## src/rtl/cmd_pkg.sv

```systemverilog
package cmd_pkg;

  localparam int NUM_OUT = 6;
  localparam int NUM_DIV = 4;

  localparam int CH_CPU  = 0;
  localparam int CH_MID  = 1;
  localparam int CH_PCI  = 2;
  localparam int CH_APIC = 3;
  localparam int CH_REF  = 4;
  localparam int CH_USB  = 5;

  typedef enum logic [1:0] {
    SPR_NONE   = 2'd0,
    SPR_CENTER = 2'd1,
    SPR_DOWN   = 2'd2
  } spread_e;

  // strobes from the mode control to the divider datapath
  typedef struct packed {
    logic                lowRatio;
    logic                testMode;
    logic [NUM_OUT-1:0]  outEn;
    spread_e             spread;
  } ctrl_s;

endpackage

```

## src/rtl/cmd_ctrl.sv

```systemverilog
module cmd_ctrl
  import cmd_pkg::*;
(
  input  logic       clk,
  input  logic       rstN,
  input  logic [2:0] selIn,
  input  logic       spreadNIn,
  input  logic       atWrap,
  output ctrl_s      ctrl
);

  logic [2:0] selQ;
  logic [2:0] activeCode;
  logic       spreadNQ;

  always_ff @(posedge clk or negedge rstN) begin
    if (!rstN) begin
      selQ       <= 3'b000;
      activeCode <= 3'b000;
      spreadNQ   <= 1'b1;
    end else begin
      selQ     <= selIn;
      spreadNQ <= spreadNIn;
      if (atWrap) activeCode <= selQ;
    end
  end

  always_comb begin
    ctrl          = '0;
    ctrl.lowRatio = !activeCode[2] && activeCode[1];
    ctrl.testMode = (activeCode == 3'b100);
    if (activeCode[1]) begin
      ctrl.outEn         = '1;
      ctrl.outEn[CH_USB] = activeCode[0];
    end else if (ctrl.testMode) begin
      ctrl.outEn = '1;
    end
    if (spreadNQ) begin
      ctrl.spread = SPR_NONE;
    end else begin
      unique case (activeCode[1:0])
        2'b01:        ctrl.spread = SPR_CENTER;
        2'b10, 2'b11: ctrl.spread = SPR_DOWN;
        default:      ctrl.spread = SPR_NONE;
      endcase
    end
  end

endmodule

```

## src/rtl/cmd_div_chan.sv

```systemverilog
module cmd_div_chan #(
  parameter int HI_DIV = 4,
  parameter int LO_DIV = 3
) (
  input  logic clk,
  input  logic rstN,
  input  logic restart,
  input  logic lowRatio,
  input  logic enable,
  output logic clkOut
);

  localparam int MAXD = (HI_DIV > LO_DIV) ? HI_DIV : LO_DIV;
  localparam int CW   = (MAXD > 2) ? $clog2(MAXD) : 1;
  localparam logic [CW:0] HI_LAST = (CW+1)'(HI_DIV - 1);
  localparam logic [CW:0] LO_LAST = (CW+1)'(LO_DIV - 1);
  localparam logic [CW:0] HI_HALF = (CW+1)'((HI_DIV + 1) / 2);
  localparam logic [CW:0] LO_HALF = (CW+1)'((LO_DIV + 1) / 2);

  logic [CW-1:0] cnt;
  logic [CW:0]   lastVal;
  logic [CW:0]   halfVal;

  assign lastVal = lowRatio ? LO_LAST : HI_LAST;
  assign halfVal = lowRatio ? LO_HALF : HI_HALF;

  always_ff @(posedge clk or negedge rstN) begin
    if (!rstN) begin
      cnt    <= '0;
      clkOut <= 1'b0;
    end else begin
      if (restart || ({1'b0, cnt} == lastVal)) cnt <= '0;
      else                                     cnt <= cnt + 1'b1;
      clkOut <= enable && ({1'b0, cnt} < halfVal);
    end
  end

endmodule

```

## src/rtl/cmd_datapath.sv

```systemverilog
module cmd_datapath
  import cmd_pkg::*;
#(
  parameter int CPU_DIV = 2,
  parameter int HI_MID  = 4,
  parameter int HI_PCI  = 8,
  parameter int HI_APIC = 16,
  parameter int LO_MID  = 3,
  parameter int LO_PCI  = 6,
  parameter int LO_APIC = 12
) (
  input  logic               clk,
  input  logic               rstN,
  input  ctrl_s              ctrl,
  input  logic               refIn,
  input  logic               usbIn,
  output logic               atWrap,
  output logic [NUM_DIV-1:0] divClk,
  output logic               refClk,
  output logic               usbClk,
  output logic [NUM_OUT-1:0] outEn,
  output spread_e            spreadCode
);

  localparam int HYPER = (HI_APIC > LO_APIC) ? HI_APIC : LO_APIC;
  localparam int PW    = $clog2(HYPER);
  localparam logic [PW-1:0] HI_LASTP = PW'(HI_APIC - 1);
  localparam logic [PW-1:0] LO_LASTP = PW'(LO_APIC - 1);
  localparam int HI_TAB [NUM_DIV] = '{CPU_DIV, HI_MID, HI_PCI, HI_APIC};
  localparam int LO_TAB [NUM_DIV] = '{CPU_DIV, LO_MID, LO_PCI, LO_APIC};

  logic [PW-1:0] phase;
  logic          testQ;
  logic          usbDiv;

  assign atWrap = (phase == (ctrl.lowRatio ? LO_LASTP : HI_LASTP));

  always_ff @(posedge clk or negedge rstN) begin
    if (!rstN) begin
      phase      <= '0;
      testQ      <= 1'b0;
      outEn      <= '0;
      spreadCode <= SPR_NONE;
    end else begin
      phase      <= atWrap ? '0 : phase + 1'b1;
      testQ      <= ctrl.testMode;
      outEn      <= ctrl.outEn;
      spreadCode <= ctrl.spread;
    end
  end

  for (genvar ch = 0; ch < NUM_DIV; ch++) begin : g_div
    cmd_div_chan #(
      .HI_DIV(HI_TAB[ch]),
      .LO_DIV(LO_TAB[ch])
    ) chan_i (
      .clk     (clk),
      .rstN    (rstN),
      .restart (atWrap),
      .lowRatio(ctrl.lowRatio),
      .enable  (ctrl.outEn[ch]),
      .clkOut  (divClk[ch])
    );
  end

  cmd_div_chan #(
    .HI_DIV(CPU_DIV),
    .LO_DIV(CPU_DIV)
  ) usbChan_i (
    .clk     (clk),
    .rstN    (rstN),
    .restart (atWrap),
    .lowRatio(ctrl.lowRatio),
    .enable  (ctrl.outEn[CH_USB] && ctrl.testMode),
    .clkOut  (usbDiv)
  );

  assign refClk = outEn[CH_REF] && (testQ ? clk : refIn);
  assign usbClk = outEn[CH_USB] && (testQ ? usbDiv : usbIn);

endmodule

```

## src/rtl/clk_mode_divider.sv

```systemverilog
module clk_mode_divider
  import cmd_pkg::*;
#(
  parameter int CPU_DIV = 2,
  parameter int HI_MID  = 4,
  parameter int HI_PCI  = 8,
  parameter int HI_APIC = 16,
  parameter int LO_MID  = 3,
  parameter int LO_PCI  = 6,
  parameter int LO_APIC = 12
) (
  input  logic       clk,
  input  logic       rstN,
  input  logic       selHigh,
  input  logic       selA,
  input  logic       selB,
  input  logic       spreadN,
  input  logic       refIn,
  input  logic       usbIn,
  output logic       cpuClk,
  output logic       midClk,
  output logic       pciClk,
  output logic       apicClk,
  output logic       refClk,
  output logic       usbClk,
  output logic [5:0] outEn,
  output logic [1:0] spreadCode
);

  ctrl_s              ctrl;
  logic               atWrap;
  logic [NUM_DIV-1:0] divClk;
  spread_e            sprCode;

  cmd_ctrl ctrl_i (
    .clk      (clk),
    .rstN     (rstN),
    .selIn    ({selHigh, selA, selB}),
    .spreadNIn(spreadN),
    .atWrap   (atWrap),
    .ctrl     (ctrl)
  );

  cmd_datapath #(
    .CPU_DIV(CPU_DIV), .HI_MID(HI_MID), .HI_PCI(HI_PCI), .HI_APIC(HI_APIC),
    .LO_MID(LO_MID), .LO_PCI(LO_PCI), .LO_APIC(LO_APIC)
  ) dp_i (
    .clk       (clk),
    .rstN      (rstN),
    .ctrl      (ctrl),
    .refIn     (refIn),
    .usbIn     (usbIn),
    .atWrap    (atWrap),
    .divClk    (divClk),
    .refClk    (refClk),
    .usbClk    (usbClk),
    .outEn     (outEn),
    .spreadCode(sprCode)
  );

  assign cpuClk     = divClk[CH_CPU];
  assign midClk     = divClk[CH_MID];
  assign pciClk     = divClk[CH_PCI];
  assign apicClk    = divClk[CH_APIC];
  assign spreadCode = sprCode;

endmodule

```

## config.mk

```make
export PLATFORM = sky130hd
export DESIGN_NAME = clk_mode_divider
export DESIGN_NICKNAME = d
export VERILOG_FILES = /design/src/rtl/cmd_pkg.sv /design/src/rtl/cmd_ctrl.sv /design/src/rtl/cmd_div_chan.sv /design/src/rtl/cmd_datapath.sv /design/src/rtl/clk_mode_divider.sv
export SDC_FILE = /design/constraint.sdc
export NUM_CORES = 1
export LEC_CHECK = 0
export ABC_CLOCK_PERIOD_IN_PS = 1700
export BUFFER_PORTS_ARGS = -buffer_cell sky130_fd_sc_hd__buf_2
export CAP_MARGIN = 20
export CORE_UTILIZATION = 50
export DETAILED_ROUTE_END_ITERATION = 8
export GPL_TIMING_DRIVEN = 0
export PLACE_DENSITY_LB_ADDON = 0.3
export SLEW_MARGIN = 20
export SYNTH_ARGS = -nofsm -noshare
export SYNTH_HDL_FRONTEND = slang
export SYNTH_SLANG_ARGS = --single-unit
```

## constraint.sdc

```tcl
create_clock -name clk -period 1.7 [get_ports clk]
set_input_delay 0.17 -clock clk [delete_from_list [all_inputs] [get_ports clk]]
set_output_delay 0.17 -clock clk [all_outputs]
set_load 0.01 [all_outputs]
```

; ---- Yosys cells after proc, flatten, opt, wreduce, memory -nomap -nowiden
; Cells that the tools add are included.
[classes]
reduce_logical = 16
eq_ne = 8
n_addsub = 6
mux = 18
order_cmp = 5
[ops]
columns = cell, count
row1 = 2-to-1 mux 3 bit, 4
row2 = 2-to-1 mux 4 bit, 3
row3 = 2-to-1 mux 6 bit, 2
row4 = logical AND 1 bit, 9
row5 = adder 4 x 1 -> 4 bit (second input constant), 2
row6 = 2-to-1 mux 2 bit, 3
row7 = equality test 4 x 5 -> 1 bit, 1
row8 = logical OR 1 bit, 5
row9 = 2-to-1 mux 1 bit, 5
row10 = equality test 2 bit (second input constant), 2
row11 = equality test 3 x 4 -> 1 bit, 1
row12 = equality test 4 bit, 1
row13 = less-than comparator 4 bit, 1
row14 = one-hot mux 2 bit (2 select lines), 1
row15 = adder 3 x 1 -> 3 bit (second input constant), 1
row16 = equality test 2 x 3 -> 1 bit, 1
row17 = equality test 3 bit (second input constant), 1
row18 = less-than comparator 3 bit, 1
row19 = adder 1 bit (second input constant), 2
row20 = adder 2 x 1 -> 2 bit (second input constant), 1
row21 = equality test 2 x 1 -> 1 bit (second input constant), 1
row22 = less-than comparator 1 bit (second input constant), 2
row23 = less-than comparator 2 bit (second input constant), 1
row24 = OR reduction 2 bit, 1
row25 = zero test 1 bit, 1
[word_totals]
word_cells = 70
input_bits = 8
ff_bits = 36

; ---- Depth between registers and ports, before layout
; Gate-level depths: netlist of run 1.
[depth]
word_depth = 6
ltp_mapped = 7

; ---- Hierarchy
; From an unflattened synthesis of run 1, not the netlist that was laid out.
[unflattened]
hier_cells = 115
hier_area_um2 = 1450.1
[by_module_without_submodules]
columns = mod, area_each_um2, cells_per_inst, instances, seq_area_each_um2
row1 = cmd_datapath, 451.7, 32, 1, 325.3
row2 = cmd_ctrl, 286.5, 22, 1, 176.4
row3 = cmd_div_chan (dp_i.g_div[3].chan_i), 266.5, 25, 1, 125.1
row4 = cmd_div_chan (dp_i.g_div[2].chan_i), 211.5, 20, 1, 100.1
row5 = cmd_div_chan (dp_i.g_div[0].chan_i ...), 60.1, 4, 2, 50.0
row6 = cmd_div_chan (dp_i.g_div[1].chan_i), 113.9, 8, 1, 75.1

==> summary.txt, run 1 <==
outcome: finished clean
setup repair bufs after CTS: 0
slew margin rel.: 55.31%
top cells by area, synth: dfrtp_1, nor2_1, ha_1
VDD IR-drop max: 0.0009820 V
Int Power: 1785 uW
Final nets: 149
fillcell total: 204
max-slew violations: 0
initial DRC count: 14
WP data required: 2040 ps
CTS tree: yes
Die W: 53.41 um
DR vias: 875
Period minus WS final: 1566 ps
# DRC: 0
clock share of power: 26.4%
Post-CTS Resized: 0
drt pass-1 iters: 5
vias in the first global route: 816
wire per inst: 11.85 um
sequential-to-total area share from yosys stat: 60.70%
FF-to-FF End: ctrl_i.activeCode[0]
Crit Path Category: reg2reg
Reg clk slew, reported paths: 100 ps
RSZ-0062 raised after global routing: no
Crit. End Element: flop
Reg power frac: 44.0%
P_sw: 793.8 uW
post-route ant nets: 0
Cells after Synth: 102
initial core utilization: 53.33%
pin count of the biggest net entering global routing: 33
die area: 2852 um2
GRT overflow: 0
Area Overhead vs Synth: 22.35%
latest clock arrival within the worst-skew pair: 450 ps
Synth warnings: 0
Static Leak: 0.0007371 uW
Logic pwr share: 29.6%
crit path cell chain: buf_6 > and2b_1 > buf_6 > xnor2_4 > nor2_4 > mux2_4
reg2reg start: ctrl_i.activeCode[1]
final setup violation count: 0
critical path's largest stage delay: 390 ps
PortBufs: 21
buffers plus inverters on the worst setup path: 2
Most used DFF post-synth: dfrtp_1
cell mode on critical path: buf_6
initial antenna violation count: 0
MaxCap Viol Count: 0
TNS Setup: 0 ps
Arr. time, crit path: 1910 ps
drt total wl: 2002 um
Ports: 22
PD cells: 1595 nW/um2
Yosys top cell by area: dfrtp_1
count leader, synth: dfrtp_1
Mapped Nets: 113
detailed placement HPWL: 1383 um
ANT cells: 0
FFs w/ async S/R, synth: 100.0%
CP Launch Type: flop
Rows: 18
routed vias/inst: 5.178
Fmax: 0.6387 GHz
skew final: 12.56 ps
switching part of the total: 30.78%
final core occ: 65.25%
Post-Syn Area: 1321 um2
Worst R2R Path Depth: 6
GP Congestion: 0.7552
most frequent cells after synthesis: dfrtp_1, nor2_1, buf_4, inv_1, nand2_1
synthesized flop and latch total: 32
CP top delay family: flip-flops
Die H: 53.41 um
Slowest cell on crit path: dfrtp_1
Worst Hold Class: in2async
number of synthesized flops with an enable pin: 0
post-synth cell types: 33
post-synth top area share: 58.71%
r2r setup slk: 130 ps
worst-path maximum fanout: 10
Least-Margin Pin Slew: 670.3 ps
core area: 2477 um2
global-route wire length before repair: 3298 um
layout cells sized above 1: 33.09%
fin crit share: 92.10%
Final Hold Fails: 0
global-route usage over all layers: 18.17%
syn avg cell area: 12.95 um2
-- power groups by stage --
stage / registers [uW] / logic, uW / clock network, uW
floorplan: 1150 / 552 / 12.9
global route: 1170 / 852 / 742
detailed placement: 1150 / 769 / 18.3
finish: 1130 / 765 / 680
CTS: 1140 / 777 / 705
global placement: 1140 / 750 / 18.3
-- cell usage in the layout, fill, tap and decap left out, drive strengths merged, types with 2 or more instances in the layout --
cell type / Yosys / final
and2b: 2 / 2
a211o: 2 / 2
o21ai: 2 / 2
a31oi: 2 / 2
mux2: 3 / 3
dlygate4sd3: 0 / 5
a21oi: 3 / 3
inv: 4 / 4
or2b: 2 / 2
clkbuf: 1 / 9
ha: 3 / 3
nand3: 2 / 2
a211oi: 3 / 3
nand2: 4 / 4
mux2i: 3 / 3
buf: 6 / 27
nor2: 12 / 12
dfrtp: 31 / 31
xnor2: 3 / 3
a311oi: 2 / 2
nor2b: 3 / 3
-- layer usage --
metal / global-route usage, % / wire length (um)
met3: 11.21 / 140
met5: 0 / 0
met4: 12.28 / 51
met1: 19.59 / 827
met2: 26.04 / 983
-- metrics by stage --
stage	worst slack, ps	instance area [um2]	instances	power [uW]	hold slack, ps
4_1_cts	112.5	1617	169	2618	289.0
2_1_floorplan	226.6	1321	102	1717	-125.6
6_report	134.3	1617	169	2579	285.7
5_1_grt	85.99	1617	169	2761	332.8
3_3_place_gp	148.1	1464	153	1906	242.7
3_5_place_dp	139.4	1464	153	1938	244.5
-- worst max path at each step --
stage,startpoint,cells past startpoint,endpoint
final,ctrl_i.activeCode[1],6,ctrl_i.activeCode[0]
after CTS,clk,5,refClk
after global routing,ctrl_i.activeCode[1],6,ctrl_i.activeCode[0]
after floorplan,ctrl_i.activeCode[1],6,ctrl_i.activeCode[0]
after global placement,ctrl_i.activeCode[1],6,ctrl_i.activeCode[0]
after detailed placement,ctrl_i.activeCode[1],6,ctrl_i.activeCode[2]
-- repair_timing --
| action | in CTS | in global routing |
|---|---|---|
| endpoints found under the hold margin | 35 | 0 |
| setup endpoints to repair | 0 | 0 |
| hold buffers | 5 | 0 |
-- cell type report --
cell class | instances | area (um2) | area share, %
Tap cell | 30 | 37.54 | 2.322
Timing Repair Buffer | 25 | 150.1 | 9.288
Buffer | 7 | 66.31 | 4.102
Clock buffer | 9 | 65.06 | 4.025
Multi-Input combinational cell | 59 | 437.9 | 27.09
Inverter | 4 | 15.01 | 0.9288
Clock inverter | 3 | 42.54 | 2.632
Sequential cell | 32 | 802.0 | 49.61
-- logic make-up after synthesis --
group,share of synthesized area [%]
AND/OR/NAND/NOR,12.40
AO/OA/AOI/OAI,8.428
buffers and inverters,6.155
adder cells (fa/ha/maj),2.841
multiplexers,5.398
flip-flops,60.70
XOR/XNOR,4.073
-- registers in the layout, indices dropped and copies added, names as in the netlist --
name / cells
dp_i.g_div.chan_i.cnt: 10
dp_i.g_div.chan_i.clkOut: 4
dp_i.phase: 4
ctrl_i.activeCode: 3
ctrl_i.selQ: 3
dp_i.outEn: 2
dp_i.spreadCode: 2
ctrl_i.spreadNQ: 1
dp_i.testQ: 1
dp_i.usbChan_i.clkOut: 1
dp_i.usbChan_i.cnt: 1
(Power assumes the default switching activity.)
==> run 2, diff against run 1 <==
--- a/config.mk
+++ b/config.mk
@@ -7,2 +7,3 @@
 export LEC_CHECK = 0
+export ABC_AREA = 1
 export ABC_CLOCK_PERIOD_IN_PS = 1700
--- a/constraint.sdc
+++ b/constraint.sdc
@@ -3,2 +3,2 @@
 set_output_delay 0.17 -clock clk [all_outputs]
-set_load 0.01 [all_outputs]
+set_load 0.02 [all_outputs]
==> run 2 against run 1 <==
Against the previous run:
- clock skew is 3.8 ps lower
- via count is 12% higher
- final cell count is 19% higher
- global-route usage is 2.4 points higher
- area after synthesis is 2.9% higher
- sequential power hardly changed
- count of clock-buffer cells in the layout is 3 higher
- utilization is 0.074 points lower
- clock power is 8.7% lower
- worst setup slack better by 6.1 ps
- die area is 2.8% higher
- combinational power is 36% higher
- largest cell class unchanged
- largest power group unchanged
- highest routed layer unchanged
==> summary.txt, run 2 <==
Die H: 54.16 um (+1.4%)
Reg area: 802.0 um2 (unchanged)
Area Overhead vs Synth: 20.88%
critical path's largest stage delay: 150 ps (-240 ps)
mux contribution to synthesized area: 0% (-5.4 points)
Crit Path Category: clk2out
max reg flops: 10 (unchanged)
drt pass-1 iters: 4 (-1)
Mapped Nets: 145 (+28%)
post-synth top area share: 57.04% (-1.7 points)
Setup WS post-layout: 140.4 ps (+6.114 ps)
fillcell total: 218 (+6.9%)
DR vias: 981 (+12%)
Simple-Gate Fraction of Synth Area: 22.17% (+9.8 points)
number of synthesized flops with an enable pin: 0 (unchanged)
placed cells: 185 (+21%)
CP Launch Type: clock port
Worst Hold Class: in2async
detailed placement HPWL: 1578 um (+14%)
Post-Syn Area: 1360 um2 (+2.9%)
ANT cells: 0 (unchanged)
global-route wire length before repair: 3760 um (+14%)
post-synth cell types: 22 (-33%)
Most used DFF post-synth: dfrtp_1
Synth Area in Compound Gates: 1.472% (-7.0 points)
Ports: 22 (unchanged)
MaxCap Viol Count: 0 (unchanged)
register with the most flip-flops: dp_i.g_div.chan_i.cnt
setup slack after placement: 411.2 ps (+271.8 ps)
WP data required: 1530 ps (-510 ps)
crit path cell chain: clkbuf_4 > clkbuf_4 > nor2_1 > nor2_1 > buf_2
CTS tree: yes
core area: 2522 um2 (+1.8%)
Die W: 54.16 um (+1.4%)
initial core utilization: 53.92% (+0.59 points)
slew margin rel.: 54.72% (-0.60 points)
pin count of the biggest net entering global routing: 33 (unchanged)
commonest non-fill, non-tap cell in the layout: dfrtp_1
count leader, synth: dfrtp_1
post-placement cell area: 1503 um2 (+2.6%)
buffers plus inverters on the worst setup path: 3 (+1)
# DRC: 0 (unchanged)
drt total wl: 2252 um (+12%)
vias in the first global route: 914 (+12%)
Final nets: 181 (+21%)
final setup violation count: 0 (unchanged)
Finished Cell Area: 1644 um2 (+1.7%)
most frequent cells in the layout: dfrtp_1, inv_1, buf_2, nand2_1, nor2_1
RSZ-0062 raised after global routing: no
PortBufs: 21 (unchanged)
layout cells sized above 1: 29.82% (-3.3 points)
initial DRC count: 10 (-4)
Cells after Synth: 134 (+31%)
CP top delay family: buffers and inverters
post-route ant nets: 0 (unchanged)
skew final: 8.729 ps (-3.829 ps)
final core occ: 65.18% (-0.074 points)
PD cells: 1712 nW/um2 (+7.3%)
max-slew violations: 0 (unchanged)
GRT overflow: 0 (unchanged)
sequential-to-total area share from yosys stat: 58.97% (-1.7 points)
Synth warnings: 0 (unchanged)
Rows: 18 (unchanged)
VDD IR-drop max: 0.001197 V (+22%)
routed vias/inst: 4.881 (-5.7%)
area of the multi-input gates: 411.6 um2 (-6.0%)
Yosys top cell by area: dfrtp_1
die area: 2933 um2 (+2.8%)
Static Leak: 0.0009304 uW (+26%)
Regs by FF count: dp_i.g_div.chan_i.cnt (10), dp_i.g_div.chan_i.clkOut (4), dp_i.phase (4)
post-route insts no fill: 201 (+19%)
TNS Setup: 0 ps (unchanged)
global-route usage over all layers: 20.62% (+2.4 points)
setup repair bufs after CTS: 0 (unchanged)
most frequent cells after synthesis: dfrtp_1, inv_1, nand2_1
top cells by area, synth: dfrtp_1, inv_1, nand2_1
GP Congestion: 0.6895 (-8.7%)
initial antenna violation count: 0 (unchanged)
Crit. End Element: output port
Slowest cell on crit path: buf_2
post-synthesis adder-cell area fraction: 2.760% (-0.081 points)
Post-Synth XOR/XNOR Area: 3.864% (-0.21 points)
syn avg cell area: 10.15 um2 (-22%)
Least-Margin Pin Slew: 679.3 ps (+8.936 ps)
outcome: finished clean
synthesized flop and latch total: 32 (unchanged)
largest family of logic cells by synthesized area: simple AND/OR/NAND/NOR gates
worst-path maximum fanout: 2 (-8)
latest clock arrival within the worst-skew pair: 450 ps (about the same)
Final Hold Fails: 0 (unchanged)
Reg clk slew, reported paths: 90 ps (about the same)
wire per inst: 11.20 um (-5.4%)
FFs w/ async S/R, synth: 100.0% (unchanged)
Arr. time, crit path: 1390 ps (-520 ps)
## run 2: cell count changes after synthesis, sizes merged, moves of 8 or more
cell   before  now
nand3       2   11
inv         4   24
nor2       12   20
nand2       4   22
## run 2: timing repair
action	in CTS	in global routing
hold endpoints to repair	35	0
hold buffers	5	0
resized for setup	0	0
## run 2: cell type report
class                      count  area share (%)
sequential                    32           48.78
clock buffer                  12           5.860
timing repair buffer          25           9.132
tap                           30           2.283
multi-input combinational     72           25.04
inverter                      24           5.479
buffer                         6           3.425
## run 2: stage by stage
stage                     total power [uW]  hold WS [ps]
final                                 2815         283.3
after global routing                  3048         342.0
after CTS                             2861         301.2
after detailed placement              2249         251.7
after global placement                2188         232.9
after floorplan                       1949        -125.6
## run 2: power breakdown
group / leakage (uW) / switching (uW) / internal [uW] / total [uW]
clock: 0.0000622 / 288 / 333 / 621
combinational: 0.000485 / 626 / 415 / 1040
sequential: 0.000383 / 165 / 988 / 1150
## run 2: worst paths after layout
kind | from | to | slack, ps | depth (start not counted)
min in group clk | selA | ctrl_i.selQ[1] | 370 | 2
worst min-delay path | rstN | dp_i.usbChan_i.clkOut | 280 | 2
worst max register to register | ctrl_i.activeCode[1] | dp_i.g_div[3].chan_i.clkOut | 440 | 3
max in group asynchronous | rstN | ctrl_i.selQ[0] | 970 | 2
worst min register to register | dp_i.g_div[0].chan_i.cnt | dp_i.g_div[0].chan_i.clkOut | 430 | 1
worst max-delay path | clk | refClk | 140 | 5
## run 2: metal layers
metal / track usage, % / routed length (um) / up-vias
met5: 0 / 0 / -
met4: 14.53 / 56 / 0
met3: 12.99 / 160 / 8
met2: 32.93 / 1145 / 31
met1: 18.92 / 890 / 462
li1: - / - / 480
## run 2: logic make-up (layout without fill, tap and decap cells)
family,Yosys count,after routing
and+or+nand+nor,59,59
DFF,32,32
buffers and inverters,30,67
xor gates and xnor gates,6,6
AOI/OAI and AO/OA,4,4
adders and majority gates,3,3
